--- src/rtl/irqf_pkg.sv ---
package irqf_pkg;
  localparam int REG_W = 16;

  typedef enum logic [1:0] {
    BK_MASK = 2'd0,
    BK_POL  = 2'd1,
    BK_ACK  = 2'd2,
    BK_NONE = 2'd3
  } bank_e;

  // bits of a group word that map to existing lines
  function automatic logic [REG_W-1:0] live_bits(input int grp, input int lines);
    logic [REG_W-1:0] v;
    for (int b = 0; b < REG_W; b++) v[b] = ((grp * REG_W + b) < lines);
    return v;
  endfunction
endpackage

--- src/rtl/irqf_sync.sv ---
module irqf_sync #(
  parameter int W = 64
) (
  input  logic         clk,
  input  logic         rst,
  input  logic [W-1:0] d,
  output logic [W-1:0] q
);
  logic [W-1:0] meta;

  always_ff @(posedge clk) begin
    if (rst) begin
      meta <= '0;
      q    <= '0;
    end else begin
      meta <= d;
      q    <= meta;
    end
  end
endmodule

--- src/rtl/irqf_line.sv ---
module irqf_line #(
  parameter bit IS_EDGE = 1'b0,
  parameter bit HAS_ACK = 1'b1
) (
  input  logic clk,
  input  logic rst,
  input  logic sample,
  input  logic invert,
  input  logic block,
  input  logic ack,
  output logic req,
  output logic pend
);
  logic corr;
  logic active;

  assign corr = sample ^ invert;

  if (IS_EDGE && HAS_ACK) begin : g_edge
    logic prev;
    logic held;
    always_ff @(posedge clk) begin
      if (rst) begin
        prev <= 1'b0;
        held <= 1'b0;
      end else begin
        prev <= corr;
        // a fresh edge wins over an acknowledge in the same cycle
        if (corr && !prev) held <= 1'b1;
        else if (ack)      held <= 1'b0;
      end
    end
    assign active = held;
    assign pend   = held;
  end else begin : g_level
    logic unused_ack;
    assign unused_ack = ack;
    assign active     = corr;
    assign pend       = 1'b0;
  end

  always_ff @(posedge clk) begin
    if (rst) req <= 1'b0;
    else     req <= active & ~block;
  end
endmodule

--- src/rtl/irqf_regs.sv ---
module irqf_regs
  import irqf_pkg::*;
#(
  parameter int NUM_LINES = 64,
  parameter int ADDR_W    = 8,
  parameter bit HAS_ACK   = 1'b1
) (
  input  logic                 clk,
  input  logic                 rst,
  input  logic [ADDR_W-1:0]    bus_addr,
  input  logic                 bus_we,
  input  logic [REG_W-1:0]     bus_wdata,
  output logic [REG_W-1:0]     bus_rdata,
  output logic [NUM_LINES-1:0] mask_bits,
  output logic [NUM_LINES-1:0] pol_bits,
  output logic [NUM_LINES-1:0] ack_stb
);
  localparam int GROUPS = (NUM_LINES + REG_W - 1) / REG_W;
  localparam int PADDED = GROUPS * REG_W;

  bank_e      bank;
  logic [1:0] grp;
  logic       hit;

  logic [REG_W-1:0]  mask_w [GROUPS];
  logic [REG_W-1:0]  pol_w  [GROUPS];
  logic [PADDED-1:0] mask_flat;
  logic [PADDED-1:0] pol_flat;
  logic [PADDED-1:0] ack_flat;

  always_comb begin
    bank = bank_e'(bus_addr[5:4]);
    grp  = bus_addr[3:2];
    hit  = (bus_addr[1:0] == 2'b00) && ((bus_addr >> 6) == '0) &&
           (int'(grp) < GROUPS) && (bank != BK_NONE);
  end

  for (genvar g = 0; g < GROUPS; g++) begin : g_grp
    localparam logic [REG_W-1:0] LIVE = live_bits(g, NUM_LINES);
    logic sel;
    logic [REG_W-1:0] mask_g;
    logic [REG_W-1:0] pol_g;

    assign sel = bus_we && hit && (grp == 2'(g));

    always_ff @(posedge clk) begin
      if (rst) begin
        mask_g <= LIVE;
        pol_g  <= '0;
      end else if (sel) begin
        if (bank == BK_MASK) mask_g <= bus_wdata & LIVE;
        if (bank == BK_POL)  pol_g  <= bus_wdata & LIVE;
      end
    end

    assign mask_w[g] = mask_g;
    assign pol_w[g]  = pol_g;
    assign mask_flat[g*REG_W +: REG_W] = mask_g;
    assign pol_flat[g*REG_W +: REG_W]  = pol_g;
    assign ack_flat[g*REG_W +: REG_W]  =
      (HAS_ACK && sel && bank == BK_ACK) ? (bus_wdata & LIVE) : '0;
  end

  assign mask_bits = mask_flat[NUM_LINES-1:0];
  assign pol_bits  = pol_flat[NUM_LINES-1:0];
  assign ack_stb   = ack_flat[NUM_LINES-1:0];

  always_ff @(posedge clk) begin
    if (rst) begin
      bus_rdata <= '0;
    end else begin
      bus_rdata <= '0;
      if (hit) begin
        case (bank)
          BK_MASK: bus_rdata <= mask_w[grp];
          BK_POL:  bus_rdata <= pol_w[grp];
          default: bus_rdata <= '0;
        endcase
      end
    end
  end
endmodule

--- src/rtl/irq_level_front.sv ---
module irq_level_front
  import irqf_pkg::*;
#(
  parameter int NUM_LINES = 64,
  parameter int ADDR_W    = 8,
  parameter bit HAS_ACK   = 1'b1,
  parameter logic [NUM_LINES-1:0] EDGE_MASK = ~({NUM_LINES{1'b1}} >> (NUM_LINES / 2))
) (
  input  logic                 clk,
  input  logic                 rst,
  input  logic [NUM_LINES-1:0] irq_in,
  output logic [NUM_LINES-1:0] irq_out,
  input  logic [ADDR_W-1:0]    bus_addr,
  input  logic                 bus_we,
  input  logic [REG_W-1:0]     bus_wdata,
  output logic [REG_W-1:0]     bus_rdata
);
  logic [NUM_LINES-1:0] synced;
  logic [NUM_LINES-1:0] mask_bits;
  logic [NUM_LINES-1:0] pol_bits;
  logic [NUM_LINES-1:0] ack_stb;
  logic [NUM_LINES-1:0] pend_bits;

  irqf_sync #(.W(NUM_LINES)) u_sync (
    .clk (clk),
    .rst (rst),
    .d   (irq_in),
    .q   (synced)
  );

  irqf_regs #(
    .NUM_LINES (NUM_LINES),
    .ADDR_W    (ADDR_W),
    .HAS_ACK   (HAS_ACK)
  ) u_regs (
    .clk       (clk),
    .rst       (rst),
    .bus_addr  (bus_addr),
    .bus_we    (bus_we),
    .bus_wdata (bus_wdata),
    .bus_rdata (bus_rdata),
    .mask_bits (mask_bits),
    .pol_bits  (pol_bits),
    .ack_stb   (ack_stb)
  );

  for (genvar i = 0; i < NUM_LINES; i++) begin : g_line
    irqf_line #(
      .IS_EDGE (EDGE_MASK[i]),
      .HAS_ACK (HAS_ACK)
    ) u_line (
      .clk    (clk),
      .rst    (rst),
      .sample (synced[i]),
      .invert (pol_bits[i]),
      .block  (mask_bits[i]),
      .ack    (ack_stb[i]),
      .req    (irq_out[i]),
      .pend   (pend_bits[i])
    );
  end
endmodule

--- config.mk ---
export PLATFORM = sky130hd
export DESIGN_NAME = irq_level_front
export DESIGN_NICKNAME = d
export VERILOG_FILES = /design/src/rtl/irqf_pkg.sv /design/src/rtl/irqf_sync.sv /design/src/rtl/irqf_line.sv /design/src/rtl/irqf_regs.sv /design/src/rtl/irq_level_front.sv
export SDC_FILE = /design/constraint.sdc
export NUM_CORES = 1
export LEC_CHECK = 0
export ABC_CLOCK_PERIOD_IN_PS = 2000
export BUFFER_PORTS_ARGS = -buffer_cell sky130_fd_sc_hd__buf_2
export CAP_MARGIN = 20
export CORE_MARGIN = 2
export CORE_UTILIZATION = 52
export DETAILED_ROUTE_END_ITERATION = 8
export PLACE_DENSITY_LB_ADDON = 0.2
export SLEW_MARGIN = 20
export SYNTH_ARGS = -nofsm -noshare
export SYNTH_HDL_FRONTEND = slang
export SYNTH_HIERARCHICAL = 1
export SYNTH_SLANG_ARGS = --single-unit
--- constraint.sdc ---
create_clock -name clk -period 2 [get_ports clk]
set_clock_uncertainty 0.2 [all_clocks]
set_input_delay 0 -clock clk [delete_from_list [all_inputs] [get_ports clk]]
set_output_delay 0 -clock clk [all_outputs]
set_load 0.01 [all_outputs]
==> reports/metrics.csv, run 1 <==
metric,value,unit
grt_max_degree,65,
tightestPinTransition,0.563,ns
first_pass_iters,4,
min_path_type,in2reg,
synthesis.nets,1297,
std_cell_rows,60,
post-route-cell-area,18700,sq um
seqPwrFrac,49.8,%
violations,hold timing,
fmax,0.509,GHz
path_class,in2reg,
outcome,finished with violations,
worst_ir_drop_vdd,0.000544,V
met1_length,16900,microns
clock_path_buffers,3,
num-nets-final,1666,
cts-root-buf,clkbuf_16,
crit_path_max_fanout,5,
fin_ws,0.0370,ns
yosysWarningCount,6,
cts_sinks,400,
startpoint_type,input port,
numPortBuffers,170,
p_comb_share,5.9,%
avgViaCountPerCell,5.07,
cts_tree,built,
grt_pass1_vias,9641,
start_util,52.9,%
max_cap_violations,0,
overflow,0,
dieHeight,170,microns
worstPathRequired,2.20,ns
clk_pin_slew,0.06,ns
place_hpwl,22100,microns
post-route-period-util,98.2,%
p_switching,3510,uW
drive_gt1_share,22.1,%
wl_per_cell,18.2,microns
clkPwrFrac,44.3,%
end_kind,flip-flop,
grt_pass1_wl,53700,microns
routed.top_layer,met4,
core,27000,sq um
slew-limit-headroom,62.3,%
synthToLayoutAreaGrowth,31.4,%
antenna_found_initial,1,
finalWirelength,35300,microns
total_power,16500,uW
period_needed,1.96,ns
io-pin-count,171,
wl_met3,2070,microns
cpPeakStageDelay,0.56,ns
power.density,883,nW/um^2
dr.first_iter.drc_count,609,
setup_viol,0,
p_leak,0.00800,uW
cp_num_buf_inv,4,
placed_cell_area,15700,sq um
die_w,170,microns
place.gp.congestion,0.796,
vias,9843,
preCtsSetupSlack,0.0157,ns
drcViolationCount,0,
syn_area,14200,sq um
cts_max_level,2,
clock_latency,0.53,ns
whs,-0.218,ns
slew_viol_final,0,
switching_share,21.2,%
grt_use_total,24.3,%
synth.avg_cell_area,11.8,sq um
die_area,28700,sq um
antenna_cells,0,
postRouteAntennaNets,0,
wl_met2,15800,microns
cp.arrival,2.17,ns
p_int,13000,uW
crit_chain,dlygate4sd3_1 -> buf_2 -> or4_4 -> buf_6 -> nor3_4 -> buf_4 -> and3_1 -> or3b_1 -> o31ai_1,
syn_inst,1206,
critPathTopFamily,buffers and inverters,
timing_hold_violations_final,1,
crit_slowest_cell,or4_4,
fin_setup_tns,0,ns
cts-buffers-inserted,40,
cts-hold-fix-buffers,167,
-- sequential cells by signal, summed over array words and instances (netlist names) --
register / count
u_regs/g_grp.mask_g: 64
u_regs/g_grp.pol_g: 64
g_line.u_line/req: 64
u_sync/meta: 64
g_line.u_line/pend: 32
u_regs/bus_rdata: 16
g_line.u_line/g_edge.prev: 32
u_sync/q: 64
-- tightest hold or removal path: stages --
cell	delay, ns
buf_2	0.10
or4_4	0.17
buf_6	0.13
nor4_1	0.06
-- cells in the final DEF, fill, tap and decap left out, drive strengths merged, types with 2 or more instances in the layout --
cell type,n
a22o,15
nand4,5
dfxtp,400
bufinv,2
mux2i,129
nand2b,82
nor4,5
or3b,32
and2,16
or4,2
xnor2,64
mux4,32
nor2b,128
and3,16
clkbuf,61
buf,218
nor2,112
o31ai,32
clkinv,6
inv,4
dlygate4sd3,166
nor3b,33
nor3,34
-- path summary, 6_finish.rpt --
path                                                     from                endpoint  slack [ns]  cells past startpoint
worst max register to register       u_regs/g_grp[3].pol_g[2]     u_regs/bus_rdata[2]        0.52                      3
worst min register to register  g_line[46].u_line/g_edge.prev  g_line[46].u_line/pend        0.21                      1
worst min-delay path                              bus_addr[1]     u_regs/bus_rdata[2]       -0.22                      4
worst max-delay path                              bus_addr[6]  g_line[45].u_line/pend        0.04                      9
-- power by group through the flow --
stage	registers [uW]	clock network (uW)	logic (uW)
2_1_floorplan	8370	0	415
3_3_place_gp	8400	0	687
3_5_place_dp	8400	0	697
4_1_cts	8230	7450	941
5_1_grt	8240	7800	1050
6_report	8230	7330	971
-- what timing repair did --
item | in CTS | in global routing
gates resized for setup | 0 | 14
buffers inserted | 0 | 2
endpoints found under the hold margin | 328 | 1
setup endpoints to repair | 0 | 44
-- layer usage --
layer,vias up,global-route usage [%]
met2,308,38.2
li1,4838,-
met4,0,5.83
met1,4650,35.5
met3,47,3.78
met5,-,0
-- through the flow --
step / utilization (%) / std cells
after floorplan: - / 1206
after global placement: 58.1 / 1703
after detailed placement: 58.1 / 1703
after CTS: 69.1 / 1939
after global routing: 69.5 / 1943
final: 69.5 / 1943
-- final cells by class --
cell class / count / area, sq um
sequential: 400 / 8010
timing repair buffer: 387 / 3040
clock inverter: 10 / 108
clock buffer: 59 / 1180
fill: 1906 / 8230
multi-input combinational: 744 / 5950
inverter: 2 / 7.51
tap: 341 / 427
(Power assumes the default switching activity.)
==> run 2: changes to the inputs <==
- PLACE_DENSITY_LB_ADDON: 0.2 -> 0.15
==> reports/metrics.csv, run 2 (synthesis gave the netlist of run 1 again) <==
metric,value,unit
whs,-0.0283,ns
cts-root-buf,clkbuf_16,
placed_cells,1694,
finalWirelength,33700,microns
fmax,0.509,GHz
place_hpwl,21800,microns
io-pin-count,171,
grt_pass1_wl,51900,microns
hold_depth,5,
avgViaCountPerCell,5.03,
timing_hold_violations_final,15,
slew_viol_final,0,
startpoint_type,input port,
preCtsSetupSlack,-0.0117,ns
fin_cells,1913,
cts_max_level,2,
postRouteAntennaNets,0,
post-route-period-util,98.3,%
cts_tree,built,
grt_pass1_vias,9408,
crit_start,bus_addr[5],
synthToLayoutAreaGrowth,29.5,%
drive_gt1_share,21.6,%
die_area,28700,sq um
fin_ws,0.0343,ns
cp.arrival,2.20,ns
worstPathRequired,2.24,ns
antenna_cells,0,
regToRegEndpoint,u_regs/bus_rdata[5],
rrSetupSlack,0.53,ns
power.density,888,nW/um^2
num-nets-final,1639,
cts_sinks,400,
vias,9629,
std_cell_rows,60,
dieHeight,170,microns
reg2regPathDepth,2,
path_class,in2reg,
first_pass_iters,5,
grt_use_total,23.4,%
grt_setup_unrepaired,yes,
die_w,170,microns
multi_input_area,5950,sq um
tightestPinTransition,0.414,ns
slew-limit-headroom,72.4,%
numPortBuffers,170,
worst_ir_drop_vdd,0.000670,V
outcome,finished with violations,
violations,hold timing,
whs_endpoint,u_regs/g_grp[1].mask_g[14],
clk_pin_slew,0.06,ns
drcViolationCount,0,
crit_path_max_fanout,8,
fin_setup_tns,0,ns
timing.rr.start,u_regs/g_grp[0].pol_g[5],
clock_latency,0.52,ns
core,27000,sq um
postCtsSetupRepairBufs,0,
wl_per_cell,17.6,microns
grt_max_degree,80,
min_path_type,in2reg,
most-common-layout-cells,"dfxtp_1, buf_2, dlygate4sd3_1, mux2i_1, nor2b_1",
setup_viol,0,
antenna_found_initial,0,
clock_path_buffers,3,
cts-buffers-inserted,40,
overflow,0,
end_kind,flip-flop,
start_util,52.9,%
min_from,bus_addr[7],
max_cap_violations,0,
period_needed,1.97,ns
fillers,2017,
p_leak,0.00784,uW
seq_area,8010,sq um
mostFrequentLayoutCell,dfxtp_1,
dr.first_iter.drc_count,611,
place.gp.congestion,0.826,
==> run 2: power breakdown <==
group / internal (uW) / switching [uW] / leakage, uW / total, uW
clock: 4290 / 2940 / 0.000624 / 7220
sequential: 8150 / 86.3 / 0.00326 / 8240
combinational: 506 / 419 / 0.00395 / 926
total: 12900 / 3440 / 0.00784 / 16400
==> run 2: critical path, stage by stage <==
cell           delay [ns]
dlygate4sd3_1        0.58
buf_2                0.20
dlygate4sd3_1        0.67
nor4_4               0.32
buf_4                0.22
a22o_1               0.21
==> run 2: timing repair <==
| action | in CTS | in global routing |
|---|---|---|
| endpoints found under the setup margin | 0 | 18 |
| hold endpoints to repair | 361 | 15 |
| resized for setup | 0 | 6 |
| hold buffers | 153 | 1 |
==> run 2: how the worst max path moves through the flow <==
stage	end
after global placement	u_regs/g_grp[3].mask_g[10]
after detailed placement	u_regs/g_grp[3].mask_g[9]
final	u_regs/bus_rdata[5]
after floorplan	g_line[53].u_line/pend
after global routing	u_regs/g_grp[2].mask_g[5]
after CTS	u_regs/g_grp[2].mask_g[5]
==> run 2: metrics by stage <==
stage                     total power, uW  instance area, sq um  util [%]
after floorplan                      8780                 14200         -
after global placement               9080                 15600      58.0
after detailed placement             9090                 15600      58.0
after CTS                           16500                 18400      68.4
after global routing                16900                 18400      68.4
final                               16400                 18400      68.4
==> run 2: metal layers <==
layer | track usage, % | share of wire, % | wire (microns) | up-vias
met5 | 0 | 0 | 0 | -
met4 | 6.28 | 2.2 | 732 | 0
met3 | 4.06 | 5.5 | 1840 | 55
met2 | 36.6 | 44 | 14900 | 271
met1 | 33.7 | 48 | 16200 | 4538
li1 | - | - | - | 4765
==> run 2: area by class of cell <==
type,count,share of cell area (%)
clock buffers,57,6.32
clock inverters,9,0.529
inverters,2,0.0407
multi-input cells,744,32.3
flip-flops and latches,400,43.4
well taps,341,2.31
repair buffers,360,15.1
==> run 3: changes to the inputs <==
- CORE_MARGIN: 2 -> 5
- HOLD_SLACK_MARGIN: default -> 0.03
==> reports/metrics.csv, run 3 (synthesis gave the netlist of run 1 again) <==
metric,value,unit
outcome,finished with violations,
violations,"hold timing, setup timing",
start_util,52.9,%
end_kind,flip-flop,
tightestPinTransition,0.889,ns
fin_ws,-0.0300,ns
finalWirelength,39300,microns
drive_gt1_share,21.4,%
timing_hold_violations_final,2,
synthToLayoutAreaGrowth,38.2,%
core,27000,sq um
cts-root-buf,clkbuf_16,
postRouteAntennaNets,0,
grt_setup_unrepaired,yes,
slew-limit-headroom,40.5,%
worst_ir_drop_vdd,0.000685,V
avgViaCountPerCell,5.13,
whs,-0.0208,ns
cp.arrival,2.23,ns
vias,10400,
power.density,836,nW/um^2
period_needed,2.03,ns
most-common-layout-cells,"dfxtp_1, dlygate4sd3_1, buf_2, mux2i_1, nor2b_1",
post-route-period-util,102,%
clock_latency,0.53,ns
p_leak,0.00822,uW
dieHeight,176,microns
place_hpwl,22500,microns
fmax,0.493,GHz
grt_use_total,25.1,%
die_area,30800,sq um
cts_tree,built,
path_class,in2reg,
grt_pass1_wl,60700,microns
first_pass_iters,5,
place.gp.congestion,0.829,
startpoint_type,input port,
cpPeakStageDelay,0.59,ns
cts_sinks,400,
crit_slowest_cell,dlygate4sd3_1,
drcViolationCount,0,
preCtsSetupSlack,0.00872,ns
min_path_type,in2reg,
overflow,0,
slew_viol_final,0,
cts_max_level,2,
mostFrequentLayoutCell,dfxtp_1,
grt_max_degree,57,
setup_viol,9,
fin_cells,2029,
std_cell_rows,60,
antenna_found_initial,1,
rrSetupSlack,0.02,ns
clock_path_buffers,3,
clk_pin_slew,0.06,ns
numPortBuffers,170,
max_cap_violations,0,
dr.first_iter.drc_count,658,
placed_cells,1703,
num-nets-final,1752,
die_w,176,microns
worstPathRequired,2.20,ns
wl_per_cell,19.4,microns
crit_path_max_fanout,8,
crit_chain,clkbuf_4 -> dlygate4sd3_1 -> or4_4 -> buf_12 -> mux2i_1 -> dlygate4sd3_1,
grt_pass1_vias,10600,
cpMostUsedCell,dlygate4sd3_1,
antenna_cells,0,
cts-buffers-inserted,39,
io-pin-count,171,
fillers,1848,
run 3: cell types whose count changed in the layout (fill, tap and decap cells not counted), sizes merged:
cell          delta
buf             +13
clkbuf           +2
clkinvlp         +2
dlygate4sd3     +94
dlymetal6s4s     +4
inv              +1
run 3: report_power, final:
group	total [uW]	switching, uW	internal [uW]	leakage [uW]
Combinational	1080	487	591	0.00435
Sequential	8230	85.6	8150	0.00326
Clock	7130	2980	4160	0.000606
run 3: stage by stage:
stage	TNS [ns]	instance area, sq um	util (%)	total power, uW
6_report	-0.0836	19700	73.0	16400
2_1_floorplan	0	14200	-	8780
3_5_place_dp	0	15700	58.4	9110
5_1_grt	-0.192	19700	73.0	17000
4_1_cts	0	19600	72.6	16500
3_3_place_gp	0	15700	58.4	9100
run 3: timing repair:
item | CTS | global route
endpoints found under the hold margin | 309 | 14
buffers inserted | 0 | 2
resized for setup | 0 | 21
hold buffers | 254 | 4
setup endpoints to repair | 0 | 42
run 3: worst max-delay path, delay by kind of cell:
kind                   cells  cell delay [ns]
muxes                      1             0.13
buffers and inverters      4             1.51
and+or+nand+nor            1             0.59
run 3: cell type report:
| class | instances | area (sq um) | area share, % |
|---|---|---|---|
| clock inverter | 12 | 125 | 0.636 |
| sequential | 400 | 8010 | 40.7 |
| inverter | 2 | 7.51 | 0.0381 |
| timing repair buffer | 474 | 4040 | 20.5 |
| tap | 341 | 427 | 2.17 |
| multi-input combinational | 744 | 5950 | 30.2 |
| clock buffer | 56 | 1120 | 5.69 |
run 3: final timing paths:
path | from | end | depth (start not counted)
max | bus_addr[4] | u_regs/g_grp[3].mask_g[7] | 6
min | bus_addr[6] | u_regs/g_grp[1].mask_g[14] | 5
max reg2reg | u_regs/g_grp[1].pol_g[13] | u_regs/bus_rdata[13] | 3
min reg2reg | g_line[37].u_line/g_edge.prev | g_line[37].u_line/pend | 1
run 3: metal layers:
layer  track usage, %  routed length, microns  vias up
li1                 -                       -     5008
met1             35.3                   17800     4947
met2             39.8                   17600      370
met3             5.06                    3010       75
met4             6.60                     930        0
met5                0                       0        -
